[config.mk]
export PLATFORM = sky130hd
export DESIGN_NAME = cpm_status_reg
export DESIGN_NICKNAME = d
export VERILOG_FILES = /design/src/rtl/cpm_pkg.sv /design/src/rtl/cpm_sync.sv /design/src/rtl/cpm_status_core.sv /design/src/rtl/cpm_flag_bank.sv /design/src/rtl/cpm_status_reg.sv
export SDC_FILE = /design/constraint.sdc
export NUM_CORES = 1
export LEC_CHECK = 0
export BUFFER_PORTS_ARGS = -buffer_cell sky130_fd_sc_hd__buf_2
export CORE_ASPECT_RATIO = 0.8
export CORE_MARGIN = 2
export CORE_UTILIZATION = 43
export DETAILED_ROUTE_END_ITERATION = 16
export PLACE_DENSITY = 0.81
export SLEW_MARGIN = 20
export SYNTH_ARGS = -nofsm -noshare
export SYNTH_HDL_FRONTEND = slang
export SYNTH_SLANG_ARGS = --single-unit
[constraint.sdc]
create_clock -name clk -period 1.31 [get_ports clk]
set_input_delay 0.131 -clock clk [delete_from_list [all_inputs] [get_ports clk]]
set_output_delay 0.131 -clock clk [all_outputs]
set_load 0.1 [all_outputs]
[src/rtl/cpm_pkg.sv]
package cpm_pkg;

    // Bit positions inside the status byte (decoded by software)
    localparam int FLG_TMR   = 7;
    localparam int FLG_POR   = 6;
    localparam int FLG_LVR   = 5;
    localparam int FLG_LCHG  = 4;
    localparam int FLG_LOCK  = 3;
    localparam int FLG_ILA   = 2;
    localparam int FLG_OCHG  = 1;
    localparam int FLG_OSCQ  = 0;

    localparam logic [7:0] W1C_MASK   = 8'hF6; // flags cleared by writing 1
    localparam logic [7:0] CAUSE_MASK = 8'h64; // reset-cause flags
    localparam logic [7:0] IEN_MASK   = 8'h92; // implemented enable bits
    localparam logic [7:0] POR_FLAGS  = 8'h40; // status after power-on

    localparam logic [1:0] ADDR_STAT = 2'd0;
    localparam logic [1:0] ADDR_IEN  = 2'd1;
    localparam logic [1:0] ADDR_DIV  = 2'd2;

    localparam int UNLOCK_DIV = 3; // fVCO/4 while unlocked

    typedef struct packed {
        logic lock_prev;
        logic oscq;
    } core_st_t;

endpackage

[src/rtl/cpm_sync.sv]
module cpm_sync #(
    parameter int WIDTH  = 1,
    parameter int STAGES = 2
) (
    input  logic             clk,
    input  logic             por_n,
    input  logic [WIDTH-1:0] din,
    output logic [WIDTH-1:0] dout
);
    typedef logic [WIDTH-1:0] row_t;

    row_t [STAGES-1:0] chain_d;
    row_t [STAGES-1:0] chain_q;

    for (genvar s = 0; s < STAGES; s++) begin : g_stage
        if (s == 0) begin : g_first
            assign chain_d[s] = din;
        end else begin : g_next
            assign chain_d[s] = chain_q[s-1];
        end
    end

    always_ff @(posedge clk or negedge por_n) begin
        if (!por_n) chain_q <= '0;
        else        chain_q <= chain_d;
    end

    assign dout = chain_q[STAGES-1];

endmodule

[src/rtl/cpm_status_core.sv]
module cpm_status_core
    import cpm_pkg::*;
(
    input  logic clk,
    input  logic por_n,
    input  logic lock_s,
    input  logic osc_s,
    input  logic full_stop,
    input  logic pseudo_stop,
    output logic lock_o,
    output logic oscq_o,
    output logic lock_chg_o,
    output logic osc_chg_o
);
    core_st_t st_d, st_q;

    always_comb begin
        st_d           = st_q;
        st_d.lock_prev = lock_s;
        st_d.oscq      = osc_s && !full_stop && (lock_s || pseudo_stop);
    end

    always_ff @(posedge clk or negedge por_n) begin
        if (!por_n) st_q <= '0;
        else        st_q <= st_d;
    end

    assign lock_o     = lock_s;
    assign oscq_o     = st_q.oscq;
    assign lock_chg_o = lock_s ^ st_q.lock_prev;
    assign osc_chg_o  = st_d.oscq ^ st_q.oscq;


    full_stop_drops_osc_chk: assert property (@(posedge clk) disable iff (!por_n)
        full_stop |=> !oscq_o);


    lock_loss_drops_osc_chk: assert property (@(posedge clk) disable iff (!por_n)
        (!lock_o && !pseudo_stop) |=> !oscq_o);

endmodule

[src/rtl/cpm_flag_bank.sv]
module cpm_flag_bank
    import cpm_pkg::*;
(
    input  logic       clk,
    input  logic       por_n,
    input  logic       sys_rst,
    input  logic [7:0] set_i,
    input  logic [7:0] clr_i,
    output logic [7:0] flags_o
);
    logic [7:0] flags_d, flags_q;
    logic       unused_live_clr;

    always_comb begin
        flags_d = flags_q;
        for (int i = 0; i < 8; i++) begin
            if (!W1C_MASK[i]) begin
                flags_d[i] = 1'b0;
            end else if (sys_rst && !CAUSE_MASK[i]) begin
                flags_d[i] = 1'b0;
            end else if (set_i[i]) begin
                flags_d[i] = 1'b1;
            end else if (clr_i[i]) begin
                flags_d[i] = 1'b0;
            end
        end
    end

    always_ff @(posedge clk or negedge por_n) begin
        if (!por_n) flags_q <= POR_FLAGS;
        else        flags_q <= flags_d;
    end

    assign flags_o         = (flags_q & W1C_MASK) | (set_i & ~W1C_MASK);
    assign unused_live_clr = ^(clr_i & ~W1C_MASK);


    set_beats_clear_chk: assert property (@(posedge clk) disable iff (!por_n)
        (!sys_rst && set_i[FLG_TMR]) |=> flags_q[FLG_TMR]);


    idle_hold_chk: assert property (@(posedge clk) disable iff (!por_n)
        (!sys_rst && ((set_i | clr_i) & W1C_MASK) == 8'h00) |=> $stable(flags_q));


    cause_survives_chk: assert property (@(posedge clk) disable iff (!por_n)
        (sys_rst && (clr_i & CAUSE_MASK) == 8'h00)
        |=> ((flags_q & $past(flags_q) & CAUSE_MASK) == ($past(flags_q) & CAUSE_MASK)));


    sysrst_clears_chk: assert property (@(posedge clk) disable iff (!por_n)
        sys_rst |=> (flags_q & W1C_MASK & ~CAUSE_MASK) == 8'h00);

endmodule

[src/rtl/cpm_status_reg.sv]
module cpm_status_reg
    import cpm_pkg::*;
#(
    parameter int POSTDIV_W   = 5,
    parameter int SYNC_STAGES = 2
) (
    input  logic                 clk,
    input  logic                 por_n,
    input  logic                 sys_rst,
    input  logic                 wr_en,
    input  logic [1:0]           wr_addr,
    input  logic [7:0]           wr_data,
    input  logic [1:0]           rd_addr,
    output logic [7:0]           rd_data,
    input  logic                 rti_tick,
    input  logic                 lvr_evt,
    input  logic                 ila_evt,
    input  logic                 lock_raw,
    input  logic                 osc_raw,
    input  logic                 full_stop,
    input  logic                 pseudo_stop,
    output logic                 rti_irq,
    output logic                 lock_irq,
    output logic                 osc_irq,
    output logic [POSTDIV_W-1:0] div_sel
);
    localparam logic [POSTDIV_W-1:0] SAFE_DIV = POSTDIV_W'(UNLOCK_DIV);

    typedef struct packed {
        logic [7:0]           ien;
        logic [POSTDIV_W-1:0] pdiv;
    } ctl_t;

    ctl_t       ctl_d, ctl_q;
    logic [1:0] raw_pair, sync_pair;
    logic       lock_s, osc_s;
    logic       lock_st, oscq_st, lock_chg, osc_chg;
    logic [7:0] set_vec, clr_vec, flags;

    assign raw_pair = {lock_raw, osc_raw};

    cpm_sync #(.WIDTH(2), .STAGES(SYNC_STAGES)) u_sync (
        .clk   (clk),
        .por_n (por_n),
        .din   (raw_pair),
        .dout  (sync_pair)
    );

    assign lock_s = sync_pair[1];
    assign osc_s  = sync_pair[0];

    cpm_status_core u_core (
        .clk         (clk),
        .por_n       (por_n),
        .lock_s      (lock_s),
        .osc_s       (osc_s),
        .full_stop   (full_stop),
        .pseudo_stop (pseudo_stop),
        .lock_o      (lock_st),
        .oscq_o      (oscq_st),
        .lock_chg_o  (lock_chg),
        .osc_chg_o   (osc_chg)
    );

    always_comb begin
        set_vec           = '0;
        set_vec[FLG_TMR]  = rti_tick;
        set_vec[FLG_LVR]  = lvr_evt;
        set_vec[FLG_LCHG] = lock_chg;
        set_vec[FLG_LOCK] = lock_st;
        set_vec[FLG_ILA]  = ila_evt;
        set_vec[FLG_OCHG] = osc_chg;
        set_vec[FLG_OSCQ] = oscq_st;
        clr_vec = (wr_en && wr_addr == ADDR_STAT) ? wr_data : 8'h00;
    end

    cpm_flag_bank u_flags (
        .clk     (clk),
        .por_n   (por_n),
        .sys_rst (sys_rst),
        .set_i   (set_vec),
        .clr_i   (clr_vec),
        .flags_o (flags)
    );

    always_comb begin
        ctl_d = ctl_q;
        if (sys_rst) begin
            ctl_d = '0;
        end else if (wr_en && wr_addr == ADDR_IEN) begin
            ctl_d.ien = wr_data & IEN_MASK;
        end else if (wr_en && wr_addr == ADDR_DIV) begin
            ctl_d.pdiv = wr_data[POSTDIV_W-1:0];
        end
    end

    always_ff @(posedge clk or negedge por_n) begin
        if (!por_n) ctl_q <= '0;
        else        ctl_q <= ctl_d;
    end

    always_comb begin
        unique case (rd_addr)
            ADDR_STAT: rd_data = flags;
            ADDR_IEN:  rd_data = ctl_q.ien;
            ADDR_DIV:  rd_data = 8'(ctl_q.pdiv);
            default:   rd_data = 8'h00;
        endcase
    end

    assign rti_irq  = flags[FLG_TMR]  & ctl_q.ien[FLG_TMR];
    assign lock_irq = flags[FLG_LCHG] & ctl_q.ien[FLG_LCHG];
    assign osc_irq  = flags[FLG_OCHG] & ctl_q.ien[FLG_OCHG];
    assign div_sel  = lock_st ? ctl_q.pdiv : SAFE_DIV;


    lock_toggle_flags_chk: assert property (@(posedge clk) disable iff (!por_n)
        (!sys_rst && lock_st != $past(lock_st)) |=> flags[FLG_LCHG]);


    osc_toggle_flags_chk: assert property (@(posedge clk) disable iff (!por_n)
        (!sys_rst && osc_chg) |=> flags[FLG_OCHG]);


    unlocked_div_chk: assert property (@(posedge clk) disable iff (!por_n)
        !flags[FLG_LOCK] |-> div_sel == SAFE_DIV);

endmodule

==> results by group, run 1 <==
Worst setup path
  – CP required: 1.18 ns
  – Crit-path cells: nor3b_4 > buf_12
  – Slowest Stage Delay on Critical Path: 0.55 ns
  – CP endpoint kind: primary output
  – Reg2reg path depth: 5
  – Reg2reg end: u_flags.flags_q[1]
  – Crit path kind: reg2out
  – CP top delay family: flip-flops
  – CP max stage cell: dfstp_2
  – Worst Setup SP: u_flags.flags_q[6]
  – Crit path DAT: 1.26 ns
  – Reg2reg start: u_sync.dout[1]
  – Flop2flop setup slack: 0.07 ns
  – Buffers & Inverters on Critical Path: 1
  – Critical Path Start Type: flip-flop
  – Critical-path maximum fanout: 2

Synthesis
  – Cell with the most instances after synthesis: dfrtp_1
  – Post-Syn Area: 948 µm²
  – Syn Nets: 108
  – Post-synth EDFFs: 0
  – Synth top area cells: dfrtp_1 50%, mux2i_1 15%, nor2_1 5.5%
  – Top cells by count, synth: 19 x dfrtp_1, 14 x mux2i_1, 14 x nor2_1
  – Share of flip-flops with an asynchronous set or reset: 100%
  – Adder-cell share of the synthesized area: 0%
  – Yosys Warn Count: 0
  – Mux contribution to synthesized area: 14.8%
  – Post-synthesis sequential area ratio: 52.9%
  – Simple-Gate Fraction of Synth Area: 21.4%
  – Syn Inst Count: 85
  – Syn Area/Cell: 11.2 µm²
  – XOR/XNOR Fraction of Synth Area: 0.923%
  – Main combinational cell family by area after synthesis: simple AND/OR/NAND/NOR gates
  – Synthesized flop and latch total: 20
  – Top cell type's share of synthesized area: 50.1%
  – Top FF cell, synth: dfrtp_1
  – Dominant cell type by area after synthesis: dfrtp_1
  – Yosys cell types: 27
  – Post-synthesis compound-gate area fraction: 8.18%

Pwr
  – P_int: 0.995 mW
  – PnR Total Power: 1.46 mW
  – Sequential share of power: 45.6%
  – Clk pwr share: 25.0%
  – Pwr Density: 890 nW/µm²
  – Peak supply drop: 0.000663 V
  – Combinational cell fraction of total power: 29.5%
  – Static Leakage: 0.789 nW
  – Net switching power: 0.469 mW
  – Sw frac: 32.0%

Placed design
  – Placed cell area: 1470 µm²
  – Post-place setup slack: 0.0970 ns
  – GP Congestion: 0.727
  – Dpl hpwl: 1.67 mm
  – Port bufs: 38
  – Cells after DPL: 148

Timing
  – Unrepaired setup endpoints after global routing: yes
  – Final hold viol count: 0
  – Tightest Pin Transition: 0.429 ns
  – Hold Slack: 0.00342 ns
  – Final period util: 106%
  – Final Max Slew Viols: 0
  – Final setup TNS: -0.389 ns
  – Fin worst setup slack: -0.0823 ns
  – Slew headroom: 71.4%
  – Setup violators final: 10
  – Fmax: 718 MHz
  – Final worst path period need: 1.39 ns
  – Final Skew: 0.00154 ns

Layout
  – N_diodes: 0
  – Final Cell Area: 1650 µm²
  – Share of layout cells above drive strength 1: 54.0%
  – Final net count: 161
  – Layout Area Growth over Synthesis: 73.5%
  – Post-route insts no fill: 162
  – Post-Route Utilization: 77.6%

Clock network
  – CTS clock-pin slew for the worst setup and hold paths: 0.11 ns
  – Clock insertion delay at the later pin of the skew report: 0.31 ns
  – CTS tree: yes
  – CTS max path bufs: 2
  – Root buf cell: clkbuf_4
  – CTS H-tree depth: 1
  – # clock sinks: 20
  – Num CTS Buffers: 3

Global routing
  – Initial antenna violation count: 0
  – Vias in the first global route: 837
  – Grt ovf: 0
  – First-pass GRT wire length: 3.75 mm
  – GRT Overall Usage: 19.9%
  – Largest net degree at the start of global routing: 21

Run status
  – Failing checks: setup timing
  – Status: finished, violations left

Route
  – Initial DRC Count: 13
  – Via count: 846
  – Vias/cell: 5.22
  – Post-route ant nets: 0
  – First drt pass iteration count: 4
  – Post-Route WL: 2.33 mm
  – Routed len/inst: 14.4 µm
  – DRC Markers: 0

Hold path
  – Worst Hold End: u_flags.flags_q[2]
  – Min-Delay Startpoint: ila_evt
  – Hold WC Path Type: in2reg
  – Hold Path Depth: 2

Die
  – CORE AREA: 2120 µm²
  – Starting density of the core: 44.7%
  – Vert. Die Dim: 46.0 µm
  – Placement Rows: 15
  – Io pins: 39
  – Die ar.: 2600 µm²
  – Die span in x: 56.5 µm

Run
  – Max-cap viol count: 0
[state kept, by name, summed over array words and instances (netlist names)]
signal	count
u_core.oscq_o	1
u_flags.flags_q	6
u_sync.chain_d	2
u_core.st_q	1
u_sync.dout	2
ctl_q	8
[metal layers]
metal	up-vias	share of wire, %	GRT usage [%]
li1	392	-	-
met1	415	43	25.9
met3	5	5.7	2.56
met5	-	0	0
met4	0	2.2	8.57
met2	34	49	34.2
[placed cells by master, fill, tap and decap left out, drive strengths merged, types with 2 or more instances in the layout]
cell type	n
nand2	4
or2b	2
dfrtp	19
o21ai	3
nor2	15
dlygate4sd3	5
buf	46
nor3b	3
and2	6
a21bo	2
a21o	2
nand3b	2
clkbuf	4
mux2i	14
[final cells by class]
class,count,area (µm²)
Timing Repair Buffer,51,544
Tap cell,25,31.3
Fill cell,131,475
Sequential cell,20,503
Multi-Input combinational cell,61,527
Inverter,1,3.75
Clock buffer,4,36.3
[timing repair]
| item | in CTS | in global routing |
|---|---|---|
| pin swaps | 0 | 1 |
| resized for setup | 15 | 5 |
| hold buffers | 5 | 0 |
| setup endpoints to repair | 12 | 14 |
| setup buffers | 3 | 2 |
| hold endpoints to repair | 23 | 0 |
[worst max-delay path by stage]
| stage | end | depth (start not counted) |
|---|---|---|
| 3_3_place_gp | div_sel[0] | 2 |
| 2_1_floorplan | rd_data[6] | 1 |
| 3_5_place_dp | div_sel[0] | 2 |
| 4_1_cts | rd_data[6] | 2 |
| 6_report | rd_data[6] | 2 |
| 5_1_grt | rd_data[6] | 2 |
[logic make-up after synthesis]
family          after synthesis
flops                        20
xor+xnor                      1
simple gates                 35
buf+inv                       4
mux                          14
compound gates               11
[power groups by stage]
stage / logic, mW / registers (mW) / clock network [mW]
6_report: 0.431 / 0.667 / 0.366
5_1_grt: 0.451 / 0.671 / 0.406
4_1_cts: 0.423 / 0.666 / 0.373
3_5_place_dp: 0.384 / 0.676 / 0
3_3_place_gp: 0.378 / 0.673 / 0
2_1_floorplan: 0.247 / 0.670 / 0
[worst register-to-register path, cell delays in order (launching register included)]
cell and delay [ns]:
dfrtp_2 0.45, buf_6 0.12, buf_4 0.11, nor2_2 0.05, or3_1 0.30, a31oi_1 0.15
Note: power is estimated with default switching activity, not from simulation.
==> run 2, diff against run 1 <==
- ABC_AREA: not set -> 1
- PLACE_DENSITY: 0.81 -> 0.79
- SYNTH_HIERARCHICAL: not set -> 1
==> run 2 against run 1 <==
The run now ends clean. Total power grew 2.4%. Core utilization down 9.7 points. Non-clock buffer count is 8 lower. Sequential share of layout area up 0.28 points. Critical endpoint unchanged. Largest power group unchanged. Highest routed layer unchanged.
==> results by group, run 2 <==
Worst setup path
  – Reg2reg start: u_sync/dout[1]
  – CP required: 1.18 ns
  – Reg2reg end: u_flags/flags_q[1]
  – Worst Setup SP: u_flags/flags_q[6]
  – Crit path kind: reg2out
  – Critical Path Start Type: flip-flop
  – Reg2reg path depth: 8
  – Flop2flop setup slack: 0.11 ns
  – Crit path DAT: 1.18 ns
  – CP endpoint kind: primary output
  – Critical-path maximum fanout: 2

Layout
  – Final Cell Area: 1630 µm²
  – Layout Area Growth over Synthesis: 52.2%
  – Max FFs per register: 8
  – Commonest cells after routing, fill and taps aside: 36 x nand2_1, 32 x inv_1, 22 x buf_2
  – Commonest non-fill, non-tap cell in the layout: nand2_1
  – Biggest regs: ctl_q (8), u_flags/flags_q (6)
  – Final net count: 216
  – Largest Register: ctl_q
  – Share of layout cells above drive strength 1: 35.4%
  – N_diodes: 0

Route
  – Post-Route WL: 2.43 mm
  – Post-route ant nets: 0
  – First drt pass iteration count: 6
  – DRC Markers: 0
  – Vias/cell: 4.76
  – Initial DRC Count: 29
  – Via count: 1042
  – Routed len/inst: 11.1 µm

Timing
  – Final Skew: 0.00704 ns
  – Unrepaired setup endpoints after global routing: yes
  – Fmax: 765 MHz
  – Setup violators final: 0
  – Final worst path period need: 1.31 ns
  – Final Max Slew Viols: 0
  – Final period util: 99.8%
  – Final setup TNS: 0 ns
  – Final hold viol count: 0

Global routing
  – Largest net degree at the start of global routing: 21
  – Initial antenna violation count: 0
  – GRT Overall Usage: 18.3%
  – Grt ovf: 0
  – Vias in the first global route: 963
  – First-pass GRT wire length: 4.13 mm

Placed design
  – Dpl hpwl: 1.84 mm
  – Port bufs: 38
  – GP Congestion: 0.854
  – Placed cell area: 1530 µm²

Die
  – Die span in x: 59.8 µm
  – Io pins: 39
  – Starting density of the core: 44.6%
  – Placement Rows: 16
  – Vert. Die Dim: 48.6 µm
  – Die ar.: 2910 µm²
  – CORE AREA: 2400 µm²

Run status
  – Status: finished clean

Clock network
  – Num CTS Buffers: 3
  – CTS clock-pin slew for the worst setup and hold paths: 0.12 ns
  – CTS H-tree depth: 1
  – Clock insertion delay at the later pin of the skew report: 0.31 ns
  – CTS max path bufs: 2
  – # clock sinks: 20
  – CTS tree: yes
  – Root buf cell: clkbuf_4

Synthesis
  – Syn Inst Count: 149
  – Post-Syn Area: 1070 µm²
  – Yosys Warn Count: 6
  – Syn Nets: 172
  – Syn Area/Cell: 7.19 µm²

Run
  – Max-cap viol count: 0

Pwr
  – Peak supply drop: 0.000522 V
  – Static Leakage: 0.950 nW
  – Pwr Density: 919 nW/µm²

Hold path
  – Min-Delay Startpoint: ila_evt
  – Hold Path Depth: 2
  – Worst Hold End: u_flags/flags_q[2]
  – Hold WC Path Type: in2reg
[run 2: critical path, cell delays in order, from the launching register on]
cell	delay [ns]
dfstp_2	0.55
inv_2	0.04
nor2_4	0.09
buf_12	0.18
[run 2: metal layers]
metal  GRT usage (%)  vias up  wire length, µm
met2            28.6       49             1200
li1                -      521                -
met5               0        -                0
met1            25.4      470             1040
met4            3.33        0               12
met3            5.35        2              174
[run 2: worst max path at each step]
stage                         endpoint  slack (ns)
floorplan                   rd_data[6]       -0.16
global placement    u_flags/flags_q[1]        0.23
detailed placement  u_flags/flags_q[1]        0.20
CTS                         rd_data[6]      -0.002
global route                rd_data[6]       -0.05
finish                      rd_data[6]       0.003
[run 2: area by class of cell]
class,instances,area (µm²)
fill,201,772
sequential,20,503
clock buffer,4,36.3
multi-input combinational,89,447
timing repair buffer,43,475
inverter,36,135
tap,27,33.8
[run 2: through the flow]
stage	hold WS (ns)	utilization, %	cells	setup WS [ns]	total power, mW
6_report	0.0138	67.9	219	0.00259	1.50
2_1_floorplan	-0.165	-	149	-0.164	0.951
4_1_cts	0.0145	67.0	218	-0.00206	1.50
5_1_grt	0.00481	67.9	219	-0.0538	1.57
3_3_place_gp	0.0991	63.7	210	0.233	1.12
3_5_place_dp	0.102	63.7	210	0.204	1.13
[run 2: where the power goes]
group	switching [mW]	internal, mW	total (mW)
Sequential	0.0276	0.649	0.677
Combinational	0.295	0.161	0.456
Clock	0.196	0.170	0.366
Total	0.518	0.980	1.50
[run 2: what timing repair did]
action	4_1_cts	5_1_grt
buffers inserted	1	1
pin swaps	1	3
hold endpoints to repair	21	0
resized for setup	3	7
hold buffers	3	0
setup endpoints to repair	7	6
==> run 3, diff against run 2 <==
- SETUP_SLACK_MARGIN: not set -> 0.15
- SKIP_CTS_REPAIR_TIMING: not set -> 1
==> run 3 against run 2 <==
The run now ends with setup timing left. First-iteration DRC count up 3.4%. Total power grew 2.6%. Wire length up 16%. Global-route usage grew 1.0 points. Core utilization is 4.1 points higher. Flip-flop and latch count is the same. Via count is 5.3% higher. Clock skew decreased by 0.0064 ns. Highest routed layer unchanged.
==> results by group, run 3 (synthesis gave the netlist of run 2 again) <==
Run status
  – Status: finished, violations left
  – Failing checks: setup timing

Route
  – Initial DRC Count: 30
  – Post-route ant nets: 0
  – Via count: 1097
  – Vias/cell: 4.88
  – Post-Route WL: 2.82 mm
  – First drt pass iteration count: 5
  – DRC Markers: 0
  – Routed len/inst: 12.5 µm

Clock network
  – Num CTS Buffers: 3
  – # clock sinks: 20
  – CTS clock-pin slew for the worst setup and hold paths: 0.11 ns
  – CTS tree: yes
  – Clock insertion delay at the later pin of the skew report: 0.30 ns
  – CTS H-tree depth: 1
  – CTS max path bufs: 2
  – Root buf cell: clkbuf_4

Global routing
  – Gr busiest metal: met2
  – Vias in the first global route: 1020
  – Largest net degree at the start of global routing: 21
  – GRT Overall Usage: 19.4%
  – Initial antenna violation count: 0
  – Met1 usage: 24.6%
  – Global Route met3 Usage: 4.55%
  – Grt ovf: 0
  – First-pass GRT wire length: 4.26 mm
  – Met2 Use GR: 31.3%

Layout
  – Max FFs per register: 8
  – Layout Area Growth over Synthesis: 61.4%
  – N_diodes: 0
  – Share of layout cells above drive strength 1: 43.9%
  – Commonest non-fill, non-tap cell in the layout: nand2_1
  – Commonest cells after routing, fill and taps aside: 32 x nand2_1, 26 x inv_1, 22 x buf_2
  – Biggest regs: ctl_q (8), u_flags/flags_q (6)
  – Largest Register: ctl_q
  – Final net count: 222
  – Post-Route Utilization: 72.0%
  – Layout filler cell count: 174

Pwr
  – P_int: 0.999 mW
  – Sw frac: 35.0%
  – Net switching power: 0.539 mW
  – Clk pwr share: 23.6%
  – Pwr Density: 890 nW/µm²
  – Sequential share of power: 44.1%
  – Static Leakage: 0.952 nW
  – Peak supply drop: 0.000530 V
  – Combinational cell fraction of total power: 32.3%

Hold path
  – Hold Path Depth: 2
  – Hold WC Path Type: in2reg

Die
  – Die ar.: 2910 µm²
  – Vert. Die Dim: 48.6 µm
  – Placement Rows: 16
  – Io pins: 39
  – Starting density of the core: 44.6%
  – CORE AREA: 2400 µm²
  – Die span in x: 59.8 µm

Run
  – Max-cap viol count: 0

Worst setup path
  – CP endpoint kind: primary output
  – CP required: 1.18 ns
  – Crit path DAT: 1.18 ns
  – Critical Path Start Type: flip-flop
  – Critical-path maximum fanout: 6
  – Reg2reg path depth: 9
  – Crit path kind: reg2out

Timing
  – Final period util: 100%
  – Final worst path period need: 1.31 ns
  – Final setup TNS: -0.00151 ns
  – Unrepaired setup endpoints after global routing: yes
  – Final Max Slew Viols: 0
  – Setup violators final: 1
  – Fmax: 762 MHz
  – Final Skew: 0.000598 ns
  – Final hold viol count: 0
  – Fin worst setup slack: -0.00151 ns

Placed design
  – Port bufs: 38
  – GP Congestion: 0.874
  – Dpl hpwl: 2.01 mm
==> run 3: metrics by stage <==
| stage | area (µm²) | power, mW | worst slack (ns) | hold slack, ns | instances |
|---|---|---|---|---|---|
| floorplan | 1120 | 0.957 | -0.00892 | -0.165 | 149 |
| detailed placement | 1560 | 1.14 | 0.220 | 0.0949 | 210 |
| global placement | 1560 | 1.13 | 0.230 | 0.0986 | 210 |
| CTS | 1600 | 1.49 | -0.0809 | -0.241 | 214 |
| finish | 1730 | 1.54 | -0.00151 | 0.0152 | 225 |
| global route | 1730 | 1.61 | -0.0566 | 0.00982 | 225 |
==> run 3: worst max-delay path: stages (launching register included) <==
cell	delay, ns
dfrtp_2	0.49
buf_6	0.16
nand2_4	0.06
buf_12	0.16
==> run 3: layout make-up <==
type                    instances  area (µm²)  share of cell area [%]
flip-flops and latches         20         503                    29.1
well taps                      27        33.8                    1.95
inverters                      36         146                    8.47
repair buffers                 49         524                    30.3
multi-input cells              89         485                    28.1
clock buffers                   4        36.3                    2.10
==> run 3: per-layer routing <==
layer  routed length (µm)  share of wire [%]
met5                    0                  0
met3                  182                6.5
met2                 1410                 50
met1                 1170                 41
met4                   62                2.2
==> run 3: worst paths after layout <==
check / start / endpoint / slack, ns
setup / recovery: u_sync/dout[1] / div_sel[1] / -0.002
hold / removal: lvr_evt / u_flags/flags_q[5] / 0.02
setup reg to reg: u_sync/dout[1] / u_flags/flags_q[1] / 0.05
hold reg to reg: u_sync/chain_d[2] / u_sync/dout[0] / 0.37
max in group asynchronous: por_n / u_flags/flags_q[6] / 0.70
min in group asynchronous: por_n / u_sync/chain_d[3] / 0.28
==> run 3: power groups by stage <==
stage / registers [mW] / logic (mW) / clock network (mW)
final: 0.679 / 0.496 / 0.363
after global routing: 0.683 / 0.522 / 0.409
after floorplan: 0.677 / 0.280 / 0
after detailed placement: 0.687 / 0.451 / 0
after global placement: 0.685 / 0.442 / 0
after CTS: 0.675 / 0.452 / 0.367
